==> config.mk <==
export PLATFORM = sky130hd
export DESIGN_NAME = vecimm_len_redirect
export DESIGN_NICKNAME = d
export VERILOG_FILES = /design/src/rtl/vid_pkg.sv /design/src/rtl/vid_slot_mark.sv /design/src/rtl/vid_len_calc.sv /design/src/rtl/vid_redirect.sv /design/src/rtl/vecimm_len_redirect.sv
export SDC_FILE = /design/constraint.sdc
export NUM_CORES = 1
export LEC_CHECK = 0
export BUFFER_PORTS_ARGS = -buffer_cell sky130_fd_sc_hd__buf_2
export CAP_MARGIN = 5
export CORE_ASPECT_RATIO = 1.25
export CORE_MARGIN = 5
export CORE_UTILIZATION = 30
export DETAILED_ROUTE_END_ITERATION = 8
export SLEW_MARGIN = 20
export SYNTH_ARGS = -nofsm -noshare
export SYNTH_HDL_FRONTEND = slang
export SYNTH_SLANG_ARGS = --single-unit
==> constraint.sdc <==
create_clock -name clk -period 11.4 [get_ports clk]
set_input_delay 1.71 -clock clk [delete_from_list [all_inputs] [get_ports clk]]
set_output_delay 1.71 -clock clk [all_outputs]
set_load 0.03 [all_outputs]
==> src/rtl/vid_pkg.sv <==
`timescale 1ns/1ps
package vid_pkg;
   localparam int WORD_W    = 32;
   localparam int OPC_LO    = 26;
   localparam int OPC_W     = 6;
   localparam int VIMM_BIT  = 25;
   localparam int SRCW_LO   = 22;
   localparam int DSTW_LO   = 20;
   localparam int SUBVL_LO  = 18;
   localparam int MVL_LO    = 12;
   localparam int MVL_W     = 6;
   localparam int LEN_W     = MVL_W + 6;

   typedef struct packed {
      logic [1:0]       src_w;
      logic [1:0]       dst_w;
      logic [1:0]       subvl_m1;
      logic [MVL_W-1:0] maxvl_m1;
   } vfield_t;
endpackage

==> src/rtl/vid_slot_mark.sv <==
`timescale 1ns/1ps
module vid_slot_mark
   import vid_pkg::*;
#(
   parameter int         NSLOT   = 2,
   parameter logic [5:0] PFX_OPC = 6'd1
) (
   input  logic                    clk,
   input  logic                    rst_n,
   input  logic                    vld_i,
   input  logic [NSLOT*WORD_W-1:0] data_i,
   input  logic                    flush_i,
   output logic [NSLOT-1:0]        start_o,
   output logic [NSLOT-1:0]        long_o,
   output logic [NSLOT-1:0]        vimm_o
);
   logic [NSLOT-1:0] is_pfx;
   logic [NSLOT-1:0] is_vimm;
   logic             pend_q;
   logic             pend_next;

   for (genvar i = 0; i < NSLOT; i++) begin : g_slot
      logic [WORD_W-1:0] w;
      logic              unused_tail;
      assign w           = data_i[i*WORD_W +: WORD_W];
      assign is_pfx[i]   = (w[OPC_LO +: OPC_W] == PFX_OPC);
      assign is_vimm[i]  = is_pfx[i] & w[VIMM_BIT];
      assign unused_tail = ^w[VIMM_BIT-1:0];
   end

   always_comb begin
      logic cov;
      logic kill;
      cov  = pend_q;
      kill = 1'b0;
      for (int i = 0; i < NSLOT; i++) begin
         start_o[i] = vld_i & ~flush_i & ~cov & ~kill;
         long_o[i]  = start_o[i] & is_pfx[i];
         vimm_o[i]  = start_o[i] & is_vimm[i];
         kill       = kill | vimm_o[i];
         cov        = long_o[i];
      end
      pend_next = cov;
   end

   always_ff @(posedge clk or negedge rst_n) begin
      if (!rst_n)       pend_q <= 1'b0;
      else if (flush_i) pend_q <= 1'b0;
      else if (vld_i)   pend_q <= pend_next;
   end
endmodule

==> src/rtl/vid_len_calc.sv <==
`timescale 1ns/1ps
module vid_len_calc
   import vid_pkg::*;
#(
   parameter bit SHIFT_SCALE = 1'b1
) (
   input  vfield_t          fld_i,
   output logic [LEN_W-1:0] len_o
);
   logic [1:0]       wmin;
   logic [LEN_W-1:0] sv;
   logic [LEN_W-1:0] mv;
   logic [LEN_W-1:0] cnt;
   logic [LEN_W-1:0] payload;
   logic [LEN_W-1:0] total;

   assign wmin = (fld_i.src_w < fld_i.dst_w) ? fld_i.src_w : fld_i.dst_w;
   assign sv   = LEN_W'(fld_i.subvl_m1) + LEN_W'(1);
   assign mv   = LEN_W'(fld_i.maxvl_m1) + LEN_W'(1);
   assign cnt  = sv * mv;

   if (SHIFT_SCALE) begin : g_shift
      assign payload = cnt << (2'd3 - wmin);
   end else begin : g_mul
      logic [3:0] esz;
      assign esz     = 4'd8 >> wmin;
      assign payload = cnt * LEN_W'(esz);
   end

   // minus 2 in-word bytes, plus 8 header bytes, plus 3 for rounding
   assign total = payload + LEN_W'(9);
   assign len_o = {total[LEN_W-1:2], 2'b00};
endmodule

==> src/rtl/vid_redirect.sv <==
`timescale 1ns/1ps
module vid_redirect
   import vid_pkg::*;
#(
   parameter int ADDR_W      = 32,
   parameter bit SHIFT_SCALE = 1'b1
) (
   input  logic              clk,
   input  logic              rst_n,
   input  logic              hit_i,
   input  logic [ADDR_W-1:0] pc_i,
   input  vfield_t           fld_i,
   output logic              redir_vld_o,
   output logic [ADDR_W-1:0] redir_pc_o,
   output logic              flush_o,
   output logic              btb_we_o,
   output logic [ADDR_W-1:0] btb_pc_o,
   output logic [ADDR_W-1:0] btb_tgt_o
);
   logic              hit_q;
   logic [ADDR_W-1:0] pc_q;
   vfield_t           fld_q;
   logic [LEN_W-1:0]  len;
   logic [ADDR_W-1:0] tgt;

   always_ff @(posedge clk or negedge rst_n) begin
      if (!rst_n) begin
         hit_q <= 1'b0;
         pc_q  <= '0;
         fld_q <= '0;
      end else begin
         hit_q <= hit_i;
         if (hit_i) begin
            pc_q  <= pc_i;
            fld_q <= fld_i;
         end
      end
   end

   vid_len_calc #(.SHIFT_SCALE(SHIFT_SCALE)) u_len (
      .fld_i (fld_q),
      .len_o (len)
   );

   assign tgt         = pc_q + ADDR_W'(len);
   assign btb_we_o    = hit_q;
   assign btb_pc_o    = pc_q;
   assign btb_tgt_o   = tgt;
   assign redir_vld_o = hit_q && (len != LEN_W'(8));
   assign redir_pc_o  = tgt;
   assign flush_o     = redir_vld_o;
endmodule

==> src/rtl/vecimm_len_redirect.sv <==
`timescale 1ns/1ps
module vecimm_len_redirect
   import vid_pkg::*;
#(
   parameter int         FETCH_W     = 64,
   parameter int         ADDR_W      = 32,
   parameter logic [5:0] PFX_OPC     = 6'd1,
   parameter bit         SHIFT_SCALE = 1'b1
) (
   input  logic                      clk,
   input  logic                      rst_n,
   input  logic                      grp_vld_i,
   input  logic [ADDR_W-1:0]         grp_pc_i,
   input  logic [FETCH_W-1:0]        grp_data_i,
   output logic [FETCH_W/32-1:0]     slot_start_o,
   output logic [FETCH_W/32-1:0]     slot_long_o,
   output logic                      redir_vld_o,
   output logic [ADDR_W-1:0]         redir_pc_o,
   output logic                      flush_o,
   output logic                      btb_we_o,
   output logic [ADDR_W-1:0]         btb_pc_o,
   output logic [ADDR_W-1:0]         btb_tgt_o
);
   localparam int NSLOT = FETCH_W / WORD_W;
   localparam int OFF_W = (NSLOT > 1) ? $clog2(NSLOT) : 1;

   if ((FETCH_W % WORD_W) != 0 || NSLOT < 2) begin : g_bad_fetch
      $error("FETCH_W must be a multiple of 32 holding at least two words");
   end
   if (ADDR_W < LEN_W + 2) begin : g_bad_addr
      $error("ADDR_W too narrow for the largest instruction length");
   end

   logic [NSLOT-1:0]  vimm_sel;
   logic [WORD_W-1:0] sel_word;
   logic [OFF_W-1:0]  sel_off;
   logic [ADDR_W-1:0] sel_pc;
   vfield_t           sel_fld;
   logic              hit;
   logic              unused_bits;

   vid_slot_mark #(.NSLOT(NSLOT), .PFX_OPC(PFX_OPC)) u_mark (
      .clk     (clk),
      .rst_n   (rst_n),
      .vld_i   (grp_vld_i),
      .data_i  (grp_data_i),
      .flush_i (flush_o),
      .start_o (slot_start_o),
      .long_o  (slot_long_o),
      .vimm_o  (vimm_sel)
   );

   always_comb begin
      sel_word = '0;
      sel_off  = '0;
      for (int i = 0; i < NSLOT; i++) begin
         if (vimm_sel[i]) begin
            sel_word = grp_data_i[i*WORD_W +: WORD_W];
            sel_off  = OFF_W'(i);
         end
      end
   end

   assign sel_fld.src_w    = sel_word[SRCW_LO +: 2];
   assign sel_fld.dst_w    = sel_word[DSTW_LO +: 2];
   assign sel_fld.subvl_m1 = sel_word[SUBVL_LO +: 2];
   assign sel_fld.maxvl_m1 = sel_word[MVL_LO +: MVL_W];
   assign unused_bits      = ^{sel_word[WORD_W-1:SRCW_LO+2], sel_word[MVL_LO-1:0]};
   assign sel_pc           = grp_pc_i + ADDR_W'({sel_off, 2'b00});
   assign hit              = |vimm_sel;

   vid_redirect #(.ADDR_W(ADDR_W), .SHIFT_SCALE(SHIFT_SCALE)) u_redir (
      .clk         (clk),
      .rst_n       (rst_n),
      .hit_i       (hit),
      .pc_i        (sel_pc),
      .fld_i       (sel_fld),
      .redir_vld_o (redir_vld_o),
      .redir_pc_o  (redir_pc_o),
      .flush_o     (flush_o),
      .btb_we_o    (btb_we_o),
      .btb_pc_o    (btb_pc_o),
      .btb_tgt_o   (btb_tgt_o)
   );
endmodule

==> flow_summary.ini <==
[hold_path]
min_to = u_redir.btb_pc_o[2]$_DFFE_PN0P_
hold_class = reg2reg
holdPathStages = 1
hold_path_startpoint = u_redir.btb_pc_o[2]$_DFFE_PN0P_

[final_layout]
n_antenna_cell = 0
drive_above_1_share = 0.291
fillers = 1823
stdcell_area_sq_mm = 0.00610
finalNetCount = 866
area_delta_synth_final_pct = 19.1

[global_route]
track_usage = 0.143
grt_pass1_vias = 4581
grt_max_degree = 47
antenna_found_initial = 0
grt_pass1_wl_mm = 23.3
grt_overflow_total = 0

[sta]
period_share = 0.750
rsz0062_at_grt = false
tightest_slew_ns = 0.841
hold_viol_final = 0
fmaxAchievable_mhz = 117
slew_headroom = 0.438
skew_ns = 0.00359
timing.final.setup_violations = 0
final.min_clock_period_ns = 8.55
tns_ns = 0
slew_violations = 0

[power]
share_clk_of_total_power = 0.134
swShare = 0.546
power.density_mw_per_mm2 = 192
seq_power_share = 0.188
power_switching_uw = 639
vdd_drop_max_mv = 0.133
power.leakage_nw = 3.03
power.internal_uw = 532
pwr-share-comb = 0.678

[synthesis]
synthArstFlopShare = 1.00
synth_top_area_share = 0.225
synth_top_family_by_area = simple AND/OR/NAND/NOR gates
synth_ff_type = dfrtp_1
yosys.area_share.simple = 0.215
synth.distinct_cells = 67
syn_area_per_cell_sq_um = 8.51
synth_compound_area_frac = 0.170
synthXorXnorAreaFrac = 0.115
ys_ff_latch = 46
synthTopCellsByArea = dfrtp_1 (22%), xnor2_1 (6.7%), ha_1 (6.1%)
synth_adder_area_share = 0.0884
synth_commonest_cells = nand2_1 (48), dfrtp_1 (46), xnor2_1 (39), buf_4 (37), inv_1 (29)
synth-edff-count = 0
synth_most_common_cell = nand2_1
synthCells = 602
muxShareOfSynthArea = 0.0950
yosysWarnings = 0
synth_top_area_cell = dfrtp_1
syn_area_sq_mm = 0.00512
syn_nets = 733
synth_seq_area_share = 0.225

[setup_path]
critPathLaunchType = flop
max_stage_delay_ns = 0.73
slowest_stage = a222oi_1
regToRegEndpoint = u_redir.btb_pc_o[29]$_DFFE_PN0P_
critical_path_required_ns = 9.69
r2r_cells = 24
r2r_slack_ns = 4.84
reg2reg_from = u_redir.fld_q[0]$_DFFE_PN0P_
crit_type = reg2out
path_cells = ha_1 > nand2_1 > fa_1 > inv_1 > ha_1 > inv_1 > fa_1 > nand2b_1 > a21oi_2 > xnor2_1 > a222oi_1 > nor4b_4 > nand2_2 > or4_1 > nand3_1 > ha_1 > inv_1 > nor3_1 > a31oi_1 > xnor2_1 > buf_2
worstPathArrival_ns = 6.84
end_kind = output pin
worstPathMaxFanout = 11

[clock_network]
cts.path.max_buffers = 2
hold_buffers = 0
cts_root_buf = clkbuf_16
clkTransAtPathRegs_ns = 0.07
clock_sinks = 46
cts_tree = built
cts_resized = 0
htree_levels = 2
worstSkewPairLatency_ns = 0.29
cts-buffers-inserted = 5
postCtsSetupRepairBufs = 0

[floorplanning]
die_area_sq_mm = 0.0198
ios = 202
die_w_um = 127
core_sq_mm = 0.0168
dieHeight_um = 156
core.rowCount = 53
initial_utilization = 0.304

[placement]
globalplace.congestion = 0.879
dpl.hpwl_mm = 12.0
postPlaceCellArea_sq_mm = 0.00595
port_buffers = 175

[detailed_routing]
num_vias = 4786
drcViolationCount = 0
ant_nets = 0
first_iter_violations = 182
totalWireLength_mm = 14.8
wl_per_cell_um = 15.5
viasPerCell = 5.01
first_pass_iters = 4

[job]
drv_cap = 0

[status]
status = finished clean
## how the worst max path moves through the flow
| stage | startpoint | to | slack [ns] |
|---|---|---|---|
| after floorplan | u_redir.fld_q[0]$_DFFE_PN0P_ | redir_pc_o[13] | 3.39 |
| after global placement | u_redir.fld_q[0]$_DFFE_PN0P_ | redir_pc_o[21] | 3.28 |
| after detailed placement | u_redir.fld_q[6]$_DFFE_PN0P_ | redir_pc_o[21] | 3.18 |
| after CTS | u_redir.fld_q[6]$_DFFE_PN0P_ | redir_pc_o[21] | 2.86 |
| after global routing | u_redir.fld_q[6]$_DFFE_PN0P_ | redir_pc_o[21] | 2.45 |
| final | u_redir.fld_q[6]$_DFFE_PN0P_ | redir_pc_o[21] | 2.85 |
## flip-flops by register name, summed over array words and instances, names as in the netlist
signal,flops
u_redir.btb_pc_o,32
u_mark.pend_q,1
u_redir.fld_q,12
u_redir.btb_we_o,1
## power groups by stage
stage | clock [mW] | sequential (mW) | combinational (mW)
after floorplan | 0 | 0.247 | 0.627
after global placement | 0 | 0.223 | 0.793
after detailed placement | 0 | 0.224 | 0.800
after CTS | 0.163 | 0.220 | 0.801
after global routing | 0.168 | 0.225 | 0.857
final | 0.157 | 0.220 | 0.794
## critical path: cells and delay by family (launching register included)
family                     cells  cell delay, ns
buffers and inverters          4            0.57
and+or+nand+nor                7            2.06
adders and majority gates      5            1.84
AOI/OAI and AO/OA              3            1.12
xor gates and xnor gates       2            0.45
DFF                            1            0.49
## routing by layer
layer	vias up	GRT usage	wire, um
met5	-	0	0
met4	0	0.0353	203
met3	10	0.0171	634
met2	119	0.250	7500
met1	2268	0.188	6510
li1	2389	-	-
## cell usage in the layout (no fill, tap or decap), drive strengths merged, types with 4 or more instances in the layout
master and instances:
a211oi 5, a21boi 4, a21o 20, a21oi 29
a31oi 8, a41oi 4, and2 9, and3 10
buf 181, clkbuf 7, dfrtp 46, fa 7
ha 25, inv 30, mux2 31, mux2i 7
nand2 50, nand2b 12, nand3 28, nand4 7
nor2 30, nor2b 9, nor3 28, nor4 7
o21ai 21, o21bai 6, o22ai 4, or2 4
xnor2 39, xor2 28
## layout make-up
cell class	instances	area (sq um)	area share
Tap cell	220	275	0.0451
Sequential cell	46	1150	0.189
Inverter	29	109	0.0178
Clock inverter	1	8.76	0.00143
Clock buffer	7	143	0.0234
Multi-Input combinational cell	472	3500	0.573
Timing Repair Buffer	181	921	0.151
## metrics by stage
step	instances	hold WS [ns]	setup WS, ns	util	total power, mW
2_1_floorplan	602	0.510	3.39	-	0.874
3_3_place_gp	948	0.506	3.28	0.353	1.02
3_5_place_dp	948	0.519	3.18	0.353	1.02
4_1_cts	956	0.536	2.86	0.362	1.18
5_1_grt	956	0.541	2.45	0.362	1.25
6_report	956	0.528	2.85	0.362	1.17
## kinds of logic after synthesis
kind of cell,after synthesis
AO/OA/AOI/OAI,125
AND/OR/NAND/NOR,207
flip-flops,46
XOR/XNOR,67
multiplexers,41
adder cells (fa/ha/maj),32
buffers and inverters,84
No activity file was read; power rests on OpenSTA's default activity.
